File: config.mk
export PLATFORM = sky130hd
export DESIGN_NAME = beam_route_decoder
export DESIGN_NICKNAME = d
export VERILOG_FILES = /design/src/rtl/brd_pkg.sv /design/src/rtl/brd_ctrl.sv /design/src/rtl/brd_datapath.sv /design/src/rtl/beam_route_decoder.sv
export SDC_FILE = /design/constraint.sdc
export NUM_CORES = 2
export LEC_CHECK = 0
export ABC_CLOCK_PERIOD_IN_PS = 13160
export CAP_MARGIN = 20
export CORE_ASPECT_RATIO = 0.8
export CORE_MARGIN = 5
export CORE_UTILIZATION = 28
export DETAILED_ROUTE_END_ITERATION = 7
export PLACE_DENSITY = 0.43
export SETUP_SLACK_MARGIN = 0.02
export SLEW_MARGIN = 25
export SYNTH_ARGS = -nofsm -noshare
export SYNTH_HDL_FRONTEND = slang
export SYNTH_SLANG_ARGS = --single-unit
File: constraint.sdc
create_clock -name clk -period 13.16 [get_ports clk]
set_input_delay 1.316 -clock clk [delete_from_list [all_inputs] [get_ports clk]]
set_output_delay 1.316 -clock clk [all_outputs]
set_load 0.02 [all_outputs]
File: src/rtl/brd_pkg.sv
package brd_pkg;
  localparam int WORD_W     = 128;
  localparam int STATUS_MSB = 127;
  localparam int STATUS_LSB = 124;
  localparam int DEST_MSB   = 104;
  localparam int DEST_LSB   = 96;
  localparam int MCAST_BIT  = 77;

  // strobes from control to datapath
  typedef struct packed {
    logic hdrWrite;  // decode header and store the route
    logic replay;    // look up the stored route
    logic clearMap;  // new header subframe: forget all routes
  } brdStrobe_t;
endpackage

File: src/rtl/brd_ctrl.sv
module brd_ctrl
  import brd_pkg::*;
#(
  parameter int SUBFRAMES = 16,
  localparam int SUB_W = $clog2(SUBFRAMES)
) (
  input  logic             clk,
  input  logic             rst_n,
  input  logic             busValid,
  input  logic [SUB_W-1:0] busSubframe,
  output brdStrobe_t       stb
);
  logic [SUB_W-1:0] lastSub;
  logic             seenAny;
  logic             isHeader;

  assign isHeader = (busSubframe == '0);

  always_comb begin
    stb.hdrWrite = busValid && isHeader;
    stb.replay   = busValid && !isHeader;
    stb.clearMap = busValid && isHeader && (!seenAny || lastSub != '0);
  end

  always_ff @(posedge clk) begin
    if (!rst_n) begin
      lastSub <= '0;
      seenAny <= 1'b0;
    end else if (busValid) begin
      lastSub <= busSubframe;
      seenAny <= 1'b1;
    end
  end
endmodule

File: src/rtl/brd_datapath.sv
module brd_datapath
  import brd_pkg::*;
#(
  parameter int SLOTS = 256,
  parameter int BEAMS = 8,
  localparam int SLOT_W = $clog2(SLOTS),
  localparam int DEST_W = BEAMS + 1
) (
  input  logic              clk,
  input  logic              rst_n,
  input  logic [WORD_W-1:0] busWord,
  input  logic [SLOT_W-1:0] busSlot,
  input  brdStrobe_t        stb,
  output logic [DEST_W-1:0] beamEn
);
  logic [3:0]        status;
  logic [DEST_W-1:0] destField;
  logic              mcast;
  logic [DEST_W-1:0] lowestBit;
  logic [DEST_W-1:0] decVec;
  logic [DEST_W-1:0] routeMem [SLOTS];
  logic [SLOTS-1:0]  validMap;
  logic              unusedBits;

  assign status    = busWord[STATUS_MSB:STATUS_LSB];
  assign destField = busWord[DEST_MSB:DEST_LSB];
  assign mcast     = busWord[MCAST_BIT];
  assign unusedBits = ^{busWord[STATUS_LSB-1:DEST_MSB+1],
                        busWord[DEST_LSB-1:MCAST_BIT+1],
                        busWord[MCAST_BIT-1:0]};

  // isolate the lowest set destination bit for point-to-point traffic
  assign lowestBit = destField & (~destField + {{(DEST_W-1){1'b0}}, 1'b1});

  always_comb begin
    if (status == 4'd0)
      decVec = '0;
    else if (mcast)
      decVec = destField;
    else
      decVec = lowestBit;
  end

  always_ff @(posedge clk) begin
    if (!rst_n) begin
      validMap <= '0;
    end else begin
      if (stb.clearMap) validMap <= '0;
      if (stb.hdrWrite) validMap[busSlot] <= 1'b1;
    end
  end

  always_ff @(posedge clk) begin
    if (stb.hdrWrite) routeMem[busSlot] <= decVec;
  end

  always_ff @(posedge clk) begin
    if (!rst_n)
      beamEn <= '0;
    else if (stb.hdrWrite)
      beamEn <= decVec;
    else if (stb.replay)
      beamEn <= validMap[busSlot] ? routeMem[busSlot] : '0;
    else
      beamEn <= '0;
  end
endmodule

File: src/rtl/beam_route_decoder.sv
module beam_route_decoder
  import brd_pkg::*;
#(
  parameter int SLOTS     = 256,
  parameter int SUBFRAMES = 16,
  parameter int BEAMS     = 8,
  localparam int SLOT_W = $clog2(SLOTS),
  localparam int SUB_W  = $clog2(SUBFRAMES),
  localparam int DEST_W = BEAMS + 1
) (
  input  logic              clk,
  input  logic              rst_n,
  input  logic [WORD_W-1:0] busWord,
  input  logic [SLOT_W-1:0] busSlot,
  input  logic [SUB_W-1:0]  busSubframe,
  input  logic              busValid,
  output logic [DEST_W-1:0] beamEn
);
  brdStrobe_t stb;

  brd_ctrl #(.SUBFRAMES(SUBFRAMES)) ctrl_i (
    .clk(clk), .rst_n(rst_n), .busValid(busValid),
    .busSubframe(busSubframe), .stb(stb)
  );

  brd_datapath #(.SLOTS(SLOTS), .BEAMS(BEAMS)) dp_i (
    .clk(clk), .rst_n(rst_n), .busWord(busWord), .busSlot(busSlot),
    .stb(stb), .beamEn(beamEn)
  );
endmodule

# ---- After elaboration in Yosys (flattened, before gate mapping)
# Memories as Yosys holds them, arrays and structs flattened.
# Index checks and enable logic that the tools add are counted.
dict set report totals {
  latchBits 0
  regBits 270
  wordCells 35
  ramBits 2304
  n_memories 1
  out_inout_bits 9
  rom_bits 0
}
dict set report op_classes {
  muxes 14
  magnitude_cmp 2
  div_mod_pow 0
  shift 0
  reduce_logical 10
  n_mul 0
  n_addsub 1
  n_eq_ne 0
  bitwise 3
}
# memory words width read_ports rd_ports_with_merged_regs write_ports line_no
set mem_list {}
lappend mem_list {dp_i.routeMem 256 9 1 0 1 brd_datapath.sv:21} ;# logic [DEST_W-1:0] routeMem [SLOTS];
# cell count
set ops {}
lappend ops {{$mux 256} 3}
lappend ops {{$or 256x256->256} 1}
lappend ops {{$mux 9} 5}
lappend ops {{$add 9x1->9 const B} 1}
lappend ops {{$and 9x9->9} 1}
lappend ops {{$lt 8x9->1 const B} 1}
lappend ops {{$not 9->9} 1}
lappend ops {{$bmux 1 s8} 1}
lappend ops {{$demux 1 s8} 1}
lappend ops {{$ge 8x1->1 const B} 1}
lappend ops {{$logic_not 4->1} 2}
lappend ops {{$logic_and 1x1->1} 4}
lappend ops {{$mux 1} 4}
lappend ops {{$reduce_bool 4->1} 1}
lappend ops {{$logic_not 1->1} 2}
lappend ops {{$logic_or 1x1->1} 1}

# ---- Logic depth before layout (Yosys ltp)
dict set report logic_depth {
  ltp_word 7
  depth_mapped 13
  ltp_nobuf 7
}

# ---- Hierarchy
# A second synthesis with hierarchy kept.
dict set report hier_totals {
  hier_cells 5044
  hier_area_um2 99863.3
}
# module area_each_um2 seq_area_each_um2 n_inst cells_each
set modules_own_cells {}
lappend modules_own_cells {brd_datapath 99646.8 74491.4 1 5024}
lappend modules_own_cells {brd_ctrl 216.5 100.1 1 20}

# ---- Worst setup path after synthesis
# Ideal clock, no wire load.
dict set report synth_path {
  path_type {input -> register}
  start {in busWord[98]}
  end {mem dp_i.routeMem[0][4] (netlist name) (data pin)}
  t_arrival_ns 8.562
  path_stages 3
  setup_time_ns 1.582
  required_ns 11.578
  setup_slack_ns 3.016
  path_cell_list {nor3_1 > nand2b_1 > a21oi_1}
}
dict set report synth_via {
  elab_chain_len 5
}
# item line_no
set synth_rtl {}
lappend synth_rtl {{from (decl)} beam_route_decoder.sv:13} ;# input logic [WORD_W-1:0] busWord,
lappend synth_rtl {{$not 9->9} brd_datapath.sv:33} ;# assign lowestBit = destField & (~destField + {{(DEST_W-1){1'b0}}, 1'b1});
lappend synth_rtl {{$add 9x1->9} brd_datapath.sv:33}
lappend synth_rtl {{$and 9x9->9} brd_datapath.sv:33}
lappend synth_rtl {{$mux 9} brd_datapath.sv:38} ;# else if (mcast)
lappend synth_rtl {{$mux 9} brd_datapath.sv:36} ;# if (status == 4'd0)
lappend synth_rtl {{via dp_i.decVec[4]} brd_datapath.sv:20} ;# logic [DEST_W-1:0] decVec;
lappend synth_rtl {{to (decl)} brd_datapath.sv:21}
# The timed path passes the listed nets, and every way through them passes these cells.

# ---- Worst setup path after layout
dict set report layout_path {
  start {in busSlot[1]}
  end {reg dp_i.beamEn[8]}
}
dict set report layout_via {
  elab_chain_len 5
  word_cells_on_any_way 6
}
# item line_no
set layout_rtl {}
lappend layout_rtl {{from (decl)} beam_route_decoder.sv:14} ;# input logic [SLOT_W-1:0] busSlot,
lappend layout_rtl {{$bmux 1 s8} brd_datapath.sv:63} ;# beamEn <= validMap[busSlot] ? routeMem[busSlot] : '0;
lappend layout_rtl {{$mux 1 (not written as such)} brd_datapath.sv:63}
lappend layout_rtl {{$mux 9 *} brd_datapath.sv:63}
lappend layout_rtl {{$mux 9 *} brd_datapath.sv:62} ;# else if (stb.replay)
lappend layout_rtl {{$mux 9 *} brd_datapath.sv:60} ;# else if (stb.hdrWrite)
lappend layout_rtl {{to (signal assigned)} brd_datapath.sv:61} ;# beamEn <= decVec;
lappend layout_rtl {{to (signal assigned)} brd_datapath.sv:63}
lappend layout_rtl {{to (decl)} brd_datapath.sv:14} ;# output logic [DEST_W-1:0] beamEn
# Every way passes the cells marked *; elsewhere a longest branch is shown, timed or not. The select of a mux whose other input is x is not followed.
# A chain may end at the register's enable or synchronous reset.

==> summary.json <==
{
  "drt-wirelength-per-cell_um": 29.4,
  "synth-edff-count": 2304,
  "leakage_nw": 31.9,
  "grt-ovfl-total": 0,
  "remaining_drc_errors": 0,
  "rsz0062_at_grt": "false",
  "final_hold_viol_count": 0,
  "critPathTopFamily": "buffers and inverters",
  "p_per_area_nw_per_um2": 150,
  "max_slew.worst_pin.slew_ns": 1.19,
  "grt_start_max_net_pins": 193,
  "cp_num_buf_inv": 3,
  "final_cells": 10200,
  "synthesis.nets": 5202,
  "yosysWarningCount": 0,
  "arrival_ns": 6.42,
  "critical_path.startpoint_type": "primary input",
  "grt_antenna_before_repair": 13,
  "tritoncts": "built",
  "grt_pass1_vias": 51100,
  "cp_max_fo": 99,
  "dieArea_um2": 367000,
  "syn_avg_cell_area_um2": 19.6,
  "slew_violations": 0,
  "timing.fmax_ghz": 0.174,
  "starting_density_of_the_core": 0.281,
  "fin_total_pwr_mw": 17.2,
  "tritoncts_num_sinks": 2574,
  "place_inst": 9664,
  "synthToLayoutAreaGrowth_pct": 15.5,
  "vias_per_cell": 4.99,
  "wl_final_mm": 299,
  "drt_pass1_iterations": 5,
  "skew_ns": 0.0324,
  "postCtsSetupBuffers": 0,
  "crit_path_max_incr_delay_ns": 0.80,
  "path_clk_slew_ns": 0.06,
  "worst_path_max_delay_cell": "buf_4",
  "vdd_ir_drop_max_v": 0.0000955,
  "die_w_um": 676,
  "cts_repair_resize_count": 0,
  "synth_seq_area_share": 0.751,
  "placement.io_buffers": 37,
  "clockBufferDepth": 4,
  "ioPinCount": 152,
  "worst_slack_ns": 7.41,
  "clock_insertion_delay_worst_skew_ns": 0.85,
  "max_slew_margin": 0.201,
  "count_of_state_elements_after_synthesis": 2574,
  "critPathRequiredTime_ns": 13.83,
  "crit_type": "primary input to flip-flop",
  "status": "finished, final reports clean",
  "critical_path.cell_chain": "buf_8 -> buf_12 -> buf_4 -> mux4_2 -> a22oi_1 -> a21oi_1 -> or4_1 -> a221oi_1 -> o31a_1 -> o2bb2ai_1",
  "timing.hold.worst.class": "flip-flop to flip-flop",
  "max_cap_viol_count": 0,
  "antenna_left": 0,
  "track_usage": 0.159,
  "gp_routability_congestion": 0.784,
  "core_area_um2": 353000,
  "detailed_place_hpwl_mm": 177,
  "number_of_clock_buffers_inserted_by_tritoncts": 269,
  "cts.hold.buffers_added": 0,
  "timing.final.crit_share": 0.437,
  "post_synth_num_cell_types": 62,
  "place_ws_ns": 6.57,
  "setup_total_negative_slack_ns": 0,
  "asyncSetResetFlopFracSynth": 0,
  "ctsRootBufferMaster": "clkbuf_16",
  "nNetsFinal": 5356,
  "share_of_layout_cells_above_drive_strength_1": 0.261,
  "rows": 195,
  "post_synth_instance_area_um2": 99400,
  "dominantRegCellSynth": "edfxtp_1",
  "die_height_um": 543,
  "finalCoreUtilization": 0.325,
  "synthCells": 5059,
  "drt-initial-drc-count": 4888,
  "crit_path_end_kind": "flip-flop",
  "fin_crit_ns": 5.75,
  "vias": 50700,
  "grt_pass1_wl_mm": 417,
  "finalSetupViolations": 0,
  "ctsHtreeMaxLevel": 5
}
## path summary, 6_finish.rpt
path / cells past startpoint / startpoint / slack, ns / to
max: 10 / busSlot[1] / 7.41 / dp_i.beamEn[8]
min: 1 / ctrl_i.seenAny / 0.47 / ctrl_i.seenAny
max reg2reg: 7 / dp_i.routeMem[127][8] / 9.76 / dp_i.beamEn[8]
min reg2reg: 1 / ctrl_i.seenAny / 0.47 / ctrl_i.seenAny
## worst register-to-register path: stages, from the launching register on
cell	delay, ns
edfxtp_1	0.37
mux4_2	0.49
a22oi_1	0.49
a21oi_1	0.29
or4_1	0.74
a221oi_1	0.47
o31a_1	0.22
o2bb2ai_1	0.17
## placed cells by master (no fill, tap or decap), drive strengths merged, types with 4 or more instances in the layout
cell,synthesis,layout
bufinv,0,12
nor2,292,292
inv,7,12
nand2b,9,9
nand4,5,5
o21a,6,6
and3,4,4
o311ai,5,5
mux2,23,23
o22ai,22,22
a221oi,5,5
mux2i,36,36
a211oi,11,11
o211a,4,4
o2bb2ai,8,8
nor3,11,11
nor2b,273,273
o21ai,11,11
buf,179,181
a22oi,246,246
a21oi,378,378
and2,12,12
o221ai,6,6
edfxtp,2304,2304
nor4,32,32
nor3b,6,6
clkdlybuf4s50,0,31
mux4,635,635
nand2,55,55
clkbuf,151,383
nand3,22,22
clkinv,0,77
dfxtp,270,270
## flip-flops by register name, summed over array words and instances, names as in the netlist
register	count
ctrl_i.seenAny	1
dp_i.routeMem	2304
ctrl_i.lastSub	4
dp_i.beamEn	9
dp_i.validMap	256
## kinds of logic (layout without fill, tap and decap cells)
kind of cell	after synthesis	after routing	share of synthesized area
muxes	694	694	0.150
AOI/OAI and AO/OA	725	725	0.0455
buffers and inverters	337	699	0.0166
and+or+nand+nor	729	729	0.0370
DFF	2574	2574	0.751
other	0	3	0
## cell usage after synthesis (all sizes together), types with 7 or more instances
| master | count | area share |
|---|---|---|
| dfxtp | 270 | 0.054 |
| o21ai | 11 | 0.00055 |
| nor2b | 273 | 0.017 |
| inv | 7 | 0.00026 |
| nor3 | 11 | 0.00055 |
| edfxtp | 2304 | 0.70 |
| clkbuf | 151 | 0.0057 |
| nor4 | 32 | 0.0020 |
| a22oi | 246 | 0.019 |
| nand2 | 55 | 0.0021 |
| a211oi | 11 | 0.00083 |
| and2 | 12 | 0.00076 |
| mux4 | 635 | 0.14 |
| nor2 | 292 | 0.011 |
| nand3 | 22 | 0.0011 |
| buf | 179 | 0.011 |
| mux2i | 36 | 0.0036 |
| o2bb2ai | 8 | 0.00071 |
| nand2b | 9 | 0.00057 |
| a21oi | 378 | 0.019 |
| mux2 | 23 | 0.0026 |
| o22ai | 22 | 0.0014 |
## layout make-up
cell class / count / area, µm²
antenna: 3 / 7.51
clock buffer: 382 / 7640
clock inverter: 97 / 798
fill: 33800 / 238000
inverter: 7 / 26.3
multi-input combinational: 2148 / 23800
sequential: 2574 / 74600
tap: 4728 / 5920
timing repair buffer: 213 / 1980
## report_power, final
| group | internal (mW) | total [mW] | switching (mW) |
|---|---|---|---|
| sequential | 8.92 | 8.92 | 0.00204 |
| combinational | 0.252 | 0.847 | 0.595 |
| clock | 4.29 | 7.47 | 3.18 |
## metal layers
| layer | track usage | vias to the layer above | share of wire |
|---|---|---|---|
| li1 | - | 21100 | - |
| met2 | 0.240 | 1434 | 0.45 |
| met3 | 0.0285 | 394 | 0.057 |
| met1 | 0.239 | 27800 | 0.47 |
| met4 | 0.0365 | 4 | 0.023 |
| met5 | 0 | - | 0.000090 |
## per-stage QoR
stage	hold slack [ns]	instance area (µm²)
after global routing	0.489	115000
after floorplan	0.441	99400
after CTS	0.471	115000
final	0.468	115000
after global placement	0.451	106000
after detailed placement	0.457	106000
(Power assumes the default switching activity.)
